### src/rtl/regport_pkg.sv
package regport_pkg;

  // Command byte layout (bit positions decoded by the control unit)
  localparam int CMD_RW_BIT   = 0;
  localparam int CMD_ADDR_LO  = 1;
  localparam int CMD_MODE_LO  = 4;
  localparam int CMD_MODE_HI  = 6;
  localparam int CMD_WEN_BIT  = 7;
  localparam int PROTECT_BIT  = 7;

  typedef enum logic [1:0] {
    PH_IDLE,
    PH_CMD,
    PH_XFER,
    PH_DONE
  } phase_e;

  // Strobes from control to datapath, at most one shift/load per cycle
  typedef struct packed {
    logic loadRd;
    logic shiftRd;
    logic shiftWr;
    logic commit;
  } dpStrobe_t;

endpackage

### src/rtl/regport_sync.sv
module regport_sync #(
  parameter int WIDTH  = 3,
  parameter int STAGES = 2
) (
  input  logic             clk,
  input  logic             rstN,
  input  logic [WIDTH-1:0] din,
  output logic [WIDTH-1:0] dout
);

  for (genvar b = 0; b < WIDTH; b++) begin : g_bit
    logic [STAGES-1:0] chain;
    always_ff @(posedge clk) begin
      if (!rstN) chain <= '0;
      else       chain <= {chain[STAGES-2:0], din[b]};
    end
    assign dout[b] = chain[STAGES-1];
  end

endmodule

### src/rtl/regport_ctrl.sv
module regport_ctrl
  import regport_pkg::*;
#(
  parameter int DATA_W = 8,
  parameter int ADDR_W = 3
) (
  input  logic              clk,
  input  logic              rstN,
  input  logic              enLvl,
  input  logic              sclkLvl,
  input  logic              inBit,
  input  logic              wpFlag,
  output dpStrobe_t         strb,
  output logic [ADDR_W-1:0] regAddr,
  output logic              oe
);

  localparam int CNT_W = $clog2(DATA_W);
  localparam logic [CNT_W-1:0]  LAST_BIT = CNT_W'(DATA_W - 1);
  localparam logic [ADDR_W-1:0] TOP_ADDR = ADDR_W'((1 << ADDR_W) - 1);

  phase_e            phase;
  logic [CNT_W-1:0]  bitCnt;
  logic [DATA_W-1:0] cmdSr;
  logic [DATA_W-1:0] cmdNext;
  logic [ADDR_W-1:0] curAddr;
  logic              isRead;
  logic              isBurst;
  logic              wrOk;
  logic              pendLoad;
  logic              sclkPrev;
  logic              sclkRise;
  logic              sclkFall;
  logic              burstCmd;
  logic              byteEnd;
  logic              lastAddr;

  assign sclkRise = sclkLvl & ~sclkPrev;
  assign sclkFall = ~sclkLvl & sclkPrev;
  assign cmdNext  = {inBit, cmdSr[DATA_W-1:1]};
  assign burstCmd = &cmdNext[CMD_MODE_HI:CMD_MODE_LO];
  assign byteEnd  = (bitCnt == LAST_BIT);
  assign lastAddr = (curAddr == TOP_ADDR);

  always_ff @(posedge clk) begin
    if (!rstN) sclkPrev <= 1'b0;
    else       sclkPrev <= sclkLvl;
  end

  always_ff @(posedge clk) begin
    if (!rstN) begin
      phase    <= PH_IDLE;
      bitCnt   <= '0;
      cmdSr    <= '0;
      curAddr  <= '0;
      isRead   <= 1'b0;
      isBurst  <= 1'b0;
      wrOk     <= 1'b0;
      pendLoad <= 1'b0;
      oe       <= 1'b0;
    end else if (!enLvl) begin
      phase    <= PH_IDLE;
      bitCnt   <= '0;
      pendLoad <= 1'b0;
      oe       <= 1'b0;
    end else begin
      case (phase)
        PH_IDLE: begin
          phase  <= PH_CMD;
          bitCnt <= '0;
        end
        PH_CMD: begin
          if (sclkRise) begin
            cmdSr  <= cmdNext;
            bitCnt <= byteEnd ? '0 : bitCnt + 1'b1;
            if (byteEnd) begin
              curAddr  <= burstCmd ? '0 : cmdNext[CMD_ADDR_LO +: ADDR_W];
              isRead   <= cmdNext[CMD_RW_BIT];
              isBurst  <= burstCmd;
              wrOk     <= cmdNext[CMD_WEN_BIT];
              pendLoad <= cmdNext[CMD_RW_BIT];
              phase    <= PH_XFER;
            end
          end
        end
        PH_XFER: begin
          if (pendLoad) pendLoad <= 1'b0;
          if ((isRead && sclkFall) || (!isRead && sclkRise)) begin
            if (isRead) oe <= 1'b1;
            bitCnt <= byteEnd ? '0 : bitCnt + 1'b1;
            if (byteEnd) begin
              if (isBurst && !lastAddr) begin
                curAddr  <= curAddr + 1'b1;
                pendLoad <= isRead;
              end else begin
                phase <= PH_DONE;
              end
            end
          end
        end
        default: ;
      endcase
    end
  end

  always_comb begin
    strb         = '0;
    strb.loadRd  = enLvl && (phase == PH_XFER) && pendLoad;
    strb.shiftRd = enLvl && (phase == PH_XFER) && isRead && sclkFall;
    strb.shiftWr = enLvl && (phase == PH_XFER) && !isRead && sclkRise;
    strb.commit  = strb.shiftWr && byteEnd && wrOk
                   && (!wpFlag || lastAddr);
  end

  assign regAddr = curAddr;

endmodule

### src/rtl/regport_dp.sv
module regport_dp
  import regport_pkg::*;
#(
  parameter int DATA_W = 8,
  parameter int ADDR_W = 3
) (
  input  logic              clk,
  input  logic              rstN,
  input  dpStrobe_t         strb,
  input  logic [ADDR_W-1:0] regAddr,
  input  logic              inBit,
  output logic              outBit,
  output logic              wpFlag
);

  localparam int NUM_REGS = 1 << ADDR_W;

  logic [DATA_W-1:0] regs [NUM_REGS];
  logic [DATA_W-1:0] rdSr;
  logic [DATA_W-1:0] wrSr;
  logic [DATA_W-1:0] wrNext;

  assign wrNext = {inBit, wrSr[DATA_W-1:1]};
  assign wpFlag = regs[NUM_REGS-1][PROTECT_BIT];

  always_ff @(posedge clk) begin
    if (!rstN) begin
      rdSr   <= '0;
      outBit <= 1'b0;
    end else if (strb.loadRd) begin
      rdSr <= regs[regAddr];
    end else if (strb.shiftRd) begin
      outBit <= rdSr[0];
      rdSr   <= rdSr >> 1;
    end
  end

  always_ff @(posedge clk) begin
    if (!rstN)             wrSr <= '0;
    else if (strb.shiftWr) wrSr <= wrNext;
  end

  always_ff @(posedge clk) begin
    if (!rstN) begin
      for (int i = 0; i < NUM_REGS; i++) regs[i] <= '0;
    end else if (strb.commit) begin
      regs[regAddr] <= wrNext;
    end
  end

endmodule

### src/rtl/regport_top.sv
module regport_top
  import regport_pkg::*;
#(
  parameter int DATA_W      = 8,
  parameter int ADDR_W      = 3,
  parameter int SYNC_STAGES = 2
) (
  input  logic clk,
  input  logic rstN,
  input  logic ssEn,
  input  logic sClk,
  input  logic sDataIn,
  output logic sDataOut,
  output logic sDataOe
);

  logic [2:0]        syncOut;
  logic              enLvl;
  logic              sclkLvl;
  logic              inBit;
  logic              wpFlag;
  logic [ADDR_W-1:0] regAddr;
  dpStrobe_t         strb;

  regport_sync #(.WIDTH(3), .STAGES(SYNC_STAGES)) u_sync (
    .clk  (clk),
    .rstN (rstN),
    .din  ({ssEn, sClk, sDataIn}),
    .dout (syncOut)
  );

  assign {enLvl, sclkLvl, inBit} = syncOut;

  regport_ctrl #(.DATA_W(DATA_W), .ADDR_W(ADDR_W)) u_ctrl (
    .clk     (clk),
    .rstN    (rstN),
    .enLvl   (enLvl),
    .sclkLvl (sclkLvl),
    .inBit   (inBit),
    .wpFlag  (wpFlag),
    .strb    (strb),
    .regAddr (regAddr),
    .oe      (sDataOe)
  );

  regport_dp #(.DATA_W(DATA_W), .ADDR_W(ADDR_W)) u_dp (
    .clk     (clk),
    .rstN    (rstN),
    .strb    (strb),
    .regAddr (regAddr),
    .inBit   (inBit),
    .outBit  (sDataOut),
    .wpFlag  (wpFlag)
  );

endmodule

### config.mk
export PLATFORM = sky130hd
export DESIGN_NAME = regport_top
export DESIGN_NICKNAME = d
export VERILOG_FILES = /design/src/rtl/regport_pkg.sv /design/src/rtl/regport_sync.sv /design/src/rtl/regport_ctrl.sv /design/src/rtl/regport_dp.sv /design/src/rtl/regport_top.sv
export SDC_FILE = /design/constraint.sdc
export NUM_CORES = 1
export LEC_CHECK = 0
export ABC_AREA = 1
export ABC_CLOCK_PERIOD_IN_PS = 2300
export BUFFER_PORTS_ARGS = -buffer_cell sky130_fd_sc_hd__buf_2
export CAP_MARGIN = 5
export CORE_MARGIN = 3
export CORE_UTILIZATION = 40
export CTS_BUF_LIST = sky130_fd_sc_hd__clkbuf_8
export DETAILED_ROUTE_END_ITERATION = 12
export HOLD_SLACK_MARGIN = 0.15
export PLACE_DENSITY = 0.61
export SETUP_SLACK_MARGIN = 0.02
export SLEW_MARGIN = 0
export SYNTH_ARGS = -nofsm -noshare
export SYNTH_HDL_FRONTEND = slang
export SYNTH_SLANG_ARGS = --single-unit
### constraint.sdc
create_clock -name clk -period 2.3 [get_ports clk]
set_clock_uncertainty 0.15 [all_clocks]
set_input_delay 0.69 -clock clk [delete_from_list [all_inputs] [get_ports clk]]
set_output_delay 0.69 -clock clk [all_outputs]
set_load 0.02 [all_outputs]
Word level (Yosys, flattened, before mapping)
Memory sizes are Yosys's and may differ from the RTL's. A register that Yosys moved wholly into a read port is not among the register bits.
Index checks and enable logic that the tools add are counted.

storage, ports and cells
  register bits = 45
  bits in writable memories = 64
  memories kept = 1

cells by class
  reduce and logical (&&, ||, !) cells = 32
  muxes and demuxes = 34
  equal/unequal tests = 10
  $add $sub $neg = 2
  bitwise logic cells = 5

memory list
  name       words  bits a word  read ports  clocked after memory_dff  wr ports  line              RTL
  u_dp.regs  8      8            2           1                         8         regport_dp.sv:18  logic [DATA_W-1:0] regs [NUM_REGS];

operators by type and width
  operator               count
  $mux W3                12
  $mux W8                3
  $reduce_and A3 Y1      5
  $logic_and A1 B1 Y1    12
  $mux W1                10
  $mux W2                5
  $ne A2 B1 Y1 const B   5
  $pmux W3 S3            1
  $reduce_or A8 Y1       1
  $reduce_and A7 Y1      1
  $add A3 B1 Y3 const B  2
  $eq A3 B3 Y1 const B   2
  $pmux W2 S3            1
  $pmux W3 S2            1
  $reduce_and A6 Y1      1
  $reduce_and A2 Y1      2
  $reduce_and A4 Y1      1
  $reduce_bool A2 Y1     2
  $logic_not A1 Y1       3
  $not A1 Y1             3
  $reduce_bool A3 Y1     1
  $and A1 B1 Y1          2
  $eq A2 B1 Y1 const B   1
  $eq A2 B2 Y1 const B   1
  4 further kinds        5

Logic depth before layout (Yosys ltp)
Gate-level depths: netlist of the first run.

  depth after elaboration = 12
  depth in mapped cells = 12

Cells and area by module
A second synthesis of the first run with hierarchy kept.

unflattened totals
  cell total of the unflattened synthesis = 616
  area, all modules = 5048.6 sq um

by module, submodules not included
  module        times used  cells an instance  sequential area each (sq um)  area each (sq um)
  regport_dp    1           428                2242.2                        3694.8
  regport_ctrl  1           167                420.4                         1166.1
  regport_sync  1           21                 120.1                         187.7

Least setup slack after synthesis of the first run
OpenSTA, ideal clock, no wires.

  kind = input to register
  from = in rstN
  to = mem u_dp.regs[4][0], enable pin
  required time = 1821 ps
  slack = 162 ps
  library setup time = 329 ps
  data arrival time = 1659 ps
  stages on the path = 7
  path buffers = 1
  cell sequence = buf_4 nand2_2 a211oi_4 nand2_4 nor2_8 nand2_4 nand2_1

RTL lines
  what                line              RTL
  start: declaration  regport_top.sv:9  input logic rstN,
  end: declaration    regport_dp.sv:18

==> results of run 1 <==
[registers in the layout (all words and copies together) (netlist names), 2 cells and up, named ones only]
register	flops
u_dp.rdSr	8
u_ctrl.regAddr	3
u_dp.regs	64
u_ctrl.cmdSr	7
u_sync.g_bit.chain	6
u_dp.wrSr	7
u_ctrl.bitCnt	3
u_ctrl.phase	2
[cells in the final DEF (no fill, tap or decap)]
cell type,n
a211oi_4,1
clkinv_1,9
clkbuf_8,9
buf_2,6
o31ai_1,1
buf_4,17
dfxtp_1,46
o21a_1,1
nand2_2,9
clkinvlp_4,1
nor2_1,101
nand3_1,55
nand2_4,10
inv_2,2
o21ai_2,1
a21oi_1,26
nand3_2,2
bufinv_16,2
nor2_8,4
ha_1,7
edfxtp_1,64
inv_1,82
nor2_2,2
o21ai_0,27
nand2_1,126
nand4_1,1
o22ai_1,1
nor3_1,3
[repair_timing]
action / in CTS / in global routing
resized for setup: 0 / 8
endpoints found under the setup margin: 0 / 64
hold buffers: 0 / 0
[how the worst max path moves through the flow]
stage / start / to / slack [ns] / depth (start not counted)
floorplan: rstN / u_dp.regs[4][0] / 0.16 / 7
global placement: rstN / u_dp.regs[2][2] / 0.11 / 7
detailed placement: rstN / u_dp.regs[3][2] / 0.06 / 7
CTS: u_ctrl.bitCnt[0] / u_dp.regs[0][4] / 0.1 / 8
global route: u_ctrl.bitCnt[0] / u_dp.regs[2][3] / 0.09 / 8
finish: u_ctrl.bitCnt[0] / u_dp.regs[2][5] / 0.23 / 8
[per-layer routing]
| layer | vias to the layer above | wire (µm) |
|---|---|---|
| met3 | 14 | 464 |
| met2 | 69 | 5250 |
| met5 | - | 0 |
| met1 | 1685 | 4900 |
| li1 | 1919 | - |
| met4 | 0 | 192 |
[worst min-delay path, stage by stage (launching register included)]
cell and delay (ns):
dfxtp_1 0.32, nand2_1 0.04, inv_1 0.04
[metrics by stage]
stage | instances | instance area (µm²) | util, % | hold slack [ns]
after floorplan | 595 | 5070 | - | 0.240
after global placement | 768 | 5360 | 43.9 | 0.243
after detailed placement | 768 | 5360 | 43.9 | 0.253
after CTS | 784 | 5560 | 45.6 | 0.277
after global routing | 784 | 5580 | 45.7 | 0.294
final | 784 | 5580 | 45.7 | 0.271
[layout make-up]
type	instances	area share, %
sequential	110	50.9
multi-input combinational	378	32.8
inverter	89	5.98
tap	168	3.76
timing repair buffer	23	2.82
clock buffer	9	2.22
clock inverter	7	1.48
[kinds of logic (layout without fill, tap and decap cells)]
logic type      after synthesis  in the layout  synth area share, %
flops                       110            110                 56.0
simple gates                313            313                 27.8
buf+inv                     107            128                 8.24
compound gates               58             58                 6.21
fa+ha+maj                     7              7                 1.73
[where the power goes]
| part | switching [mW] | internal (mW) | leakage (nW) | total [mW] |
|---|---|---|---|---|
| clock network | 0.628 | 0.599 | 0.111 | 1.23 |
| logic | 0.0978 | 0.0410 | 1.40 | 0.139 |
| registers | 0.0231 | 2.14 | 0.979 | 2.16 |
| total | 0.749 | 2.78 | 2.49 | 3.53 |
==> impl_metrics.csv, run 1 <==
group,metric,value,unit
status,status,"finished, final reports clean",
setup_path,critPathCaptureType,"register",
timing,fin_tns_setup,0,ns
clock_tree,cts.clk_slew.worst_paths,0.10,ns
timing,hold_violations,0,
finish,fin_nets,623,
placed_design,place.gp.congestion,0.872,
power,vdd_drop_max,0.359,mV
die,die_x,119,µm
power,powerDensity,632,mW/mm²
detailed_routing,routed_wl,10800,µm
logic_synthesis,netlist_instances,595,
die,pin_count,7,
flow_run,maxCapViolations,0,
placed_design,pre_cts_slack,0.0621,ns
setup_path,criticalPathCategory,"reg -> reg",
global_routing,busiest_layer,"met2",
global_routing,grt_max_degree,44,
timing,setup_violations,0,
timing,slew_violations,0,
die,core_area,0.0122,mm²
timing,post-route-period-util,90.0,%
logic_synthesis,synth_warnings,0,
setup_path,path_cells,"ha_1, ha_1, inv_2, a211oi_4, nand2_4, nor2_8, nand2_4, nand2_2",
clock_tree,cts_root_buf,"clkbuf_8",
logic_synthesis,avgSynthCellArea,8.53,µm²
finish,syn_to_final_growth,10.1,%
timing,maxSlewHeadroom,68.0,%
die,dieArea,0.0141,mm²
setup_path,cp_slowest_cell,"dfxtp_1",
power,p_leak,2.49,nW
clock_tree,cts_buffers,9,
global_routing,gr-usage-met3,2.58,%
die,std_cell_rows,40,
detailed_routing,drcViolationCount,0,
global_routing,track_usage,16.2,%
timing,fin_ws,0.229,ns
power,power,3.53,mW
detailed_routing,routed_via_density,4.70,
setup_path,cp_max_fo,8,
setup_path,cp_top_family,"simple AND/OR/NAND/NOR gates",
finish,diodes,0,
logic_synthesis,synth_nets,607,
detailed_routing,drtIter0Drc,345,
global_routing,met1_usage,21.2,%
timing,worst_slew_pin_slew,0.480,ns
setup_path,cp.required,2.21,ns
clock_tree,clk-insertion-delay-late,0.37,ns
finish,multi_input_area,0.00183,mm²
worst_hold_path,hold_path_depth,2,
logic_synthesis,synth_top_cell_by_area,"edfxtp_1",
worst_hold_path,hold_end,"u_sync.g_bit[1].chain[1]",
worst_hold_path,hold_path_startpoint,"u_sync.g_bit[1].chain[0]",
finish,seq_area,0.00284,mm²
logic_synthesis,yosysMostFrequentCell,"nand2_1",
logic_synthesis,synth_common_cells,"134 x nand2_1, 101 x nor2_1, 79 x inv_1",
logic_synthesis,synth_edf_count,64,
worst_hold_path,hold_class,"reg -> reg",
global_routing,grt_pass1_wl,17800,µm
finish,drive_above_1_share,10.7,%
global_routing,grt_pass1_vias,3521,
setup_path,arrival,1.99,ns
logic_synthesis,synth-seq-cells,110,
logic_synthesis,yosysSeqAreaShare,56.0,%
timing,period_needed,2.07,ns
placed_design,hpwlAfterDp,7700,µm
finish,fillers,1206,
timing,fmaxAchievable,0.483,GHz
clock_tree,cts_tree,"built",
logic_synthesis,synth_area_leaders,"edfxtp_1 38%, dfxtp_1 18%, nand2_1 9.9%, nor2_1 7.5%, inv_1 5.8%",
setup_path,worst-r2r-setup-slack,0.23,ns
global_routing,grt_overflow,0,
logic_synthesis,synth_top_cell_area_share,37.9,%
placed_design,portBuffers,6,
setup_path,start_kind,"register",
die,die_y,119,µm
clock_tree,cts_sinks,110,
setup_path,path_buf_inv,1,
detailed_routing,ant_nets,0,
logic_synthesis,async_flop_share,0,%
detailed_routing,drt-pass1-iter-count,5,
global_routing,met2_usage,27.1,%
logic_synthesis,synth_ff_type,"edfxtp_1",
logic_synthesis,ys_types,26,
clock_tree,cts_max_path_buffers,2,
timing,rsz0062_at_grt,"false",
setup_path,critical_path.max_stage_delay,0.37,ns
die,initial_utilization,41.5,%
global_routing,antenna_found_initial,0,
setup_path,r2r-start,"u_ctrl.bitCnt[0]",
logic_synthesis,syn-cell-area,0.00507,mm²
setup_path,worstRegToRegCells,8,
clock_tree,cts_setup_buffers,0,
setup_path,reg2reg_to,"u_dp.regs[2][5]",
clock_tree,cts_max_level,3,
detailed_routing,vias,3687,
detailed_routing,drt-wirelength-per-cell,13.8,µm
(Power assumes the default switching activity.)
==> run 2: changes to the inputs <==
==> constraint.sdc (replaced) <==
create_clock -name clk -period 2.3 [get_ports clk]
set_clock_uncertainty 0.15 [all_clocks]
set_input_delay 0.115 -clock clk [delete_from_list [all_inputs] [get_ports clk]]
set_output_delay 0.115 -clock clk [all_outputs]
set_load 0.02 [all_outputs]
==> impl_metrics.csv, run 2 (same netlist as run 1, synthesis figures left out) <==
group,metric,value,unit
detailed_routing,vias,3732,
finish,layout.cells.most_common,"nand2_1",
clock_tree,cts_tree,"built",
placed_design,portBuffers,6,
detailed_routing,drt-wirelength-per-cell,14.0,µm
timing,rsz0062_at_grt,"false",
setup_path,criticalPathCategory,"reg -> reg",
finish,largest_reg_flops,64,
power,vdd_drop_max,0.366,mV
power,powerDensity,620,mW/mm²
finish,largestRegisters,"u_dp.regs (64), u_dp.rdSr (8)",
die,initial_utilization,41.5,%
detailed_routing,drt-pass1-iter-count,5,
placed_design,dpl_cell_area,0.00534,mm²
finish,largest_register,"u_dp.regs",
timing,post-route-period-util,91.0,%
detailed_routing,routed_via_density,4.74,
detailed_routing,routed_wl,11100,µm
setup_path,cp_max_fo,8,
finish,seq_area,0.00284,mm²
clock_tree,cts.clk_slew.worst_paths,0.09,ns
finish,mostFrequentLayoutCells,"126 x nand2_1, 101 x nor2_1, 81 x inv_1",
clock_tree,cts_max_path_buffers,2,
worst_hold_path,hold_class,"reg -> reg",
global_routing,grt_overflow,0,
timing,fmaxAchievable,0.478,GHz
timing,worst_slew_pin_slew,0.509,ns
detailed_routing,drtIter0Drc,392,
placed_design,hpwlAfterDp,7600,µm
finish,fillers,1226,
timing,slew_violations,0,
timing,setup_violations,0,
finish,final_cell_area,0.00562,mm²
timing,fin_tns_setup,0,ns
die,die_x,119,µm
finish,multi_input_area,0.00183,mm²
die,core_area,0.0122,mm²
finish,drive_above_1_share,10.6,%
placed_design,place.gp.congestion,0.772,
clock_tree,cts_sinks,110,
placed_design,pre_cts_slack,0.0828,ns
global_routing,track_usage,16.5,%
die,dieArea,0.0141,mm²
setup_path,start_kind,"register",
finish,syn_to_final_growth,10.7,%
global_routing,antenna_found_initial,0,
timing,period_needed,2.09,ns
die,pin_count,7,
status,status,"finished, final reports clean",
die,die_y,119,µm
global_routing,grt_max_degree,44,
global_routing,grt_pass1_wl,18000,µm
setup_path,critPathCaptureType,"register",
timing,fin_ws,0.207,ns
setup_path,cp.required,2.24,ns
finish,fin_nets,627,
detailed_routing,drcViolationCount,0,
placed_design,dp.cells,766,
timing,maxSlewHeadroom,66.0,%
die,std_cell_rows,40,
global_routing,grt_pass1_vias,3463,
clock_tree,cts_max_level,3,
detailed_routing,ant_nets,0,
power,p_leak,2.50,nW
clock_tree,cts_buffers,9,
clock_tree,clk-insertion-delay-late,0.39,ns
timing,fin_hold_ws,0.273,ns
flow_run,maxCapViolations,0,
clock_tree,cts_root_buf,"clkbuf_8",
timing,hold_violations,0,
setup_path,arrival,2.03,ns
finish,final_cell_count_no_fill,788,
finish,diodes,0,
## run 2: cell types whose count changed in the layout (fill, tap and decap cells not counted)
| cell | before | now |
|---|---|---|
| inv_1 | 82 | 81 |
| bufinv_16 | 2 | 1 |
| buf_4 | 17 | 15 |
| clkinv_1 | 9 | 8 |
| clkbuf_8 | 9 | 10 |
| clkinv_2 | 0 | 2 |
| dlygate4sd3_1 | 0 | 6 |
## run 2: final cells by class
class                      instances  share of cell area (%)
clock buffer                      10                    2.45
inverter                          89                    5.95
sequential                       110                    50.6
clock inverter                     6                   0.980
timing repair buffer              27                    3.61
multi-input combinational        378                    32.6
tap                              168                    3.74
## run 2: metal layers
layer,vias to the layer above,wire [µm],track usage (%)
met5,-,0,0
met4,0,291,8.11
met3,16,480,2.97
met2,86,4630,23.3
met1,1696,5660,24.2
li1,1934,-,-
## run 2: worst max-delay path, cell delays in order (launching register included)
cell      delay (ns)
dfxtp_1         0.36
ha_1            0.16
ha_1            0.20
inv_2           0.09
a211oi_4        0.25
nand2_4         0.12
nor2_8          0.21
nand2_4         0.07
nand2_2         0.18
## run 2: report_power, final
part           internal (mW)  leakage [nW]  switching (mW)
logic                 0.0474          1.41           0.101
clock network          0.522         0.105           0.647
registers               2.14         0.979          0.0231
total                   2.71          2.50           0.772
## run 2: worst paths after layout
| check | end | from | cells after the start | slack, ns |
|---|---|---|---|---|
| hold / removal | u_sync.g_bit[2].chain[1] | u_sync.g_bit[2].chain[0] | 2 | 0.27 |
| setup reg to reg | u_dp.regs[2][3] | u_ctrl.bitCnt[0] | 8 | 0.21 |
| setup / recovery | u_dp.regs[2][3] | u_ctrl.bitCnt[0] | 8 | 0.21 |
| hold reg to reg | u_sync.g_bit[2].chain[1] | u_sync.g_bit[2].chain[0] | 2 | 0.27 |
## run 2: per-stage QoR
step | power (mW) | util (%)
6_report | 3.48 | 46.0
5_1_grt | 3.61 | 46.0
4_1_cts | 3.50 | 45.8
3_5_place_dp | 2.35 | 43.8
3_3_place_gp | 2.34 | 43.8
2_1_floorplan | 2.30 | -
## run 2: timing repair
| item | 4_1_cts | 5_1_grt |
|---|---|---|
| endpoints found under the hold margin | 8 | 0 |
| setup buffers | 0 | 0 |
| endpoints found under the setup margin | 0 | 64 |
| hold buffers | 6 | 0 |
| resized for setup | 0 | 8 |
==> run 3: changes to the inputs <==
--- a/config.mk
+++ b/config.mk
@@ -9,12 +9,12 @@
 export ABC_CLOCK_PERIOD_IN_PS = 2300
 export BUFFER_PORTS_ARGS = -buffer_cell sky130_fd_sc_hd__buf_2
 export CAP_MARGIN = 5
-export CORE_MARGIN = 3
 export CORE_UTILIZATION = 40
-export CTS_BUF_LIST = sky130_fd_sc_hd__clkbuf_8
+export CTS_BUF_LIST = sky130_fd_sc_hd__clkbuf_4 sky130_fd_sc_hd__clkbuf_8
 export DETAILED_ROUTE_END_ITERATION = 12
 export HOLD_SLACK_MARGIN = 0.15
 export PLACE_DENSITY = 0.61
+export REMOVE_ABC_BUFFERS = 1
 export SETUP_SLACK_MARGIN = 0.02
 export SLEW_MARGIN = 0
 export SYNTH_ARGS = -nofsm -noshare
==> impl_metrics.csv, run 3 (same netlist as run 1, synthesis figures left out) <==
group,metric,value,unit
clock_tree,cts_sinks,110,
detailed_routing,drt-wirelength-per-cell,14.1,µm
setup_path,reg2reg_to,"u_dp.regs[1][1]",
power,p_leak,2.50,nW
finish,mostFrequentLayoutCells,"126 x nand2_1, 101 x nor2_1, 79 x inv_1",
timing,slew_violations,0,
finish,fin_nets,625,
global_routing,grt_overflow,0,
detailed_routing,vias,3793,
placed_design,place.gp.congestion,0.843,
flow_run,maxCapViolations,0,
die,core_area,0.0122,mm²
setup_path,criticalPathCategory,"reg -> reg",
finish,syn_to_final_growth,11.1,%
timing,post-route-period-util,93.0,%
setup_path,critPathCaptureType,"register",
timing,fmaxAchievable,0.468,GHz
detailed_routing,drcViolationCount,0,
detailed_routing,wl_met2,5000,µm
clock_tree,clk-insertion-delay-late,0.38,ns
detailed_routing,drtIter0Drc,343,
detailed_routing,wl_met3,680,µm
die,std_cell_rows,40,
finish,layout.cells.most_common,"nand2_1",
setup_path,critical_path.max_stage_delay,0.38,ns
detailed_routing,routed_wl,11100,µm
detailed_routing,routed_via_density,4.83,
global_routing,grt_max_degree,44,
finish,post-route-util,46.2,%
setup_path,start_kind,"register",
status,status,"finished, final reports clean",
die,die_y,115,µm
timing,period_needed,2.14,ns
finish,largest_register,"u_dp.regs",
timing,hold_violations,0,
clock_tree,cts_max_level,3,
setup_path,arrival,2.07,ns
timing,maxSlewHeadroom,65.8,%
placed_design,pre_cts_slack,0.0809,ns
setup_path,cp.required,2.23,ns
clock_tree,cts_root_buf,"clkbuf_8",
timing,rsz0062_at_grt,"false",
finish,drive_above_1_share,10.7,%
global_routing,grt_pass1_vias,3554,
finish,largestRegisters,"u_dp.regs (64), u_dp.rdSr (8)",
power,vdd_drop_max,0.499,mV
clock_tree,cts_buffers,9,
setup_path,path_cells,"ha_1, ha_1, inv_2, a211oi_4, nand2_4, nor2_8, nand2_4, nand2_2",
worst_hold_path,hold_path_startpoint,"u_sync.g_bit[0].chain[0]",
finish,largest_reg_flops,64,
worst_hold_path,hold_class,"reg -> reg",
finish,diodes,0,
setup_path,r2r-start,"u_ctrl.bitCnt[0]",
timing,setup_violations,0,
die,initial_utilization,41.5,%
setup_path,path_buf_inv,1,
clock_tree,cts_max_path_buffers,2,
die,dieArea,0.0131,mm²
setup_path,worstRegToRegCells,8,
timing,fin_tns_setup,0,ns
setup_path,cp_slowest_cell,"dfxtp_1",
clock_tree,cts_tree,"built",
die,die_x,115,µm
die,pin_count,7,
setup_path,cp_top_family,"simple AND/OR/NAND/NOR gates",
worst_hold_path,hold_path_depth,2,
setup_path,worst-r2r-setup-slack,0.16,ns
detailed_routing,met1Wirelength,5160,µm
detailed_routing,drt-pass1-iter-count,5,
power,powerDensity,635,mW/mm²
timing,worst_slew_pin_slew,0.511,ns
placed_design,portBuffers,6,
worst_hold_path,hold_end,"u_sync.g_bit[0].chain[1]",
global_routing,grt_pass1_wl,17600,µm
detailed_routing,ant_nets,0,
global_routing,track_usage,18.3,%
detailed_routing,routed.top_layer,"met4",
timing,fin_ws,0.162,ns
setup_path,cp_max_fo,9,
clock_tree,cts.clk_slew.worst_paths,0.10,ns
placed_design,hpwlAfterDp,7710,µm
global_routing,antenna_found_initial,0,
-- run 3: cell count changes in the layout (fill, tap and decap cells not counted), sizes merged --
cell,delta
inv,-2
clkbuf,+2
bufinv,+1
buf,-2
clkinv,-1
-- run 3: report_power, final --
group	total (mW)	internal [mW]	leakage, nW	switching [mW]
logic	0.148	0.0476	1.41	0.101
clock network	1.27	0.649	0.111	0.623
registers	2.16	2.14	0.979	0.0218
-- run 3: area by class of cell --
cell class,instances,area [µm²]
flip-flops and latches,110,2840
well taps,168,210
multi-input cells,378,1830
inverters,89,334
clock inverters,4,72.6
repair buffers,25,200
fillers,1215,6570
clock buffers,12,146
-- run 3: metal layers --
| layer | global-route usage [%] | vias up |
|---|---|---|
| li1 | - | 1923 |
| met2 | 28.6 | 92 |
| met3 | 5.35 | 14 |
| met4 | 6.58 | 0 |
| met1 | 24.1 | 1764 |
| met5 | 0 | - |
-- run 3: worst reg2reg max path, delay by kind of cell, from the launching register on --
kind / cells / cell delay [ns]
simple gates: 4 / 0.61
compound gates: 1 / 0.24
buf+inv: 1 / 0.10
fa+ha+maj: 2 / 0.35
flops: 1 / 0.38
-- run 3: how the worst max path moves through the flow --
stage                            startpoint  depth (start not counted)               to  slack (ns)
after global placement     u_ctrl.bitCnt[0]                          8  u_dp.regs[2][3]        0.14
after global routing       u_ctrl.bitCnt[0]                          8  u_dp.regs[1][4]        0.02
after CTS                  u_ctrl.bitCnt[0]                          8  u_dp.regs[1][2]        0.06
after detailed placement   u_ctrl.bitCnt[0]                          8  u_dp.regs[2][4]        0.08
after floorplan           u_ctrl.regAddr[0]                          8  u_dp.regs[4][0]        0.19
final                      u_ctrl.bitCnt[0]                          8  u_dp.regs[1][1]        0.16
-- run 3: what timing repair did --
action / 4_1_cts / 5_1_grt
hold endpoints to repair: 6 / 0
gates resized for setup: 0 / 8
setup buffers: 0 / 0
hold buffers: 6 / 0
endpoints found under the setup margin: 0 / 64
-- run 3: metrics by stage --
step | cell area, µm² | hold slack (ns) | total power, mW | instances
3_3_place_gp | 5340 | 0.147 | 2.34 | 764
6_report | 5640 | 0.270 | 3.58 | 786
5_1_grt | 5640 | 0.297 | 3.71 | 786
2_1_floorplan | 4990 | 0.0585 | 2.29 | 577
4_1_cts | 5620 | 0.274 | 3.61 | 786
3_5_place_dp | 5340 | 0.153 | 2.34 | 764
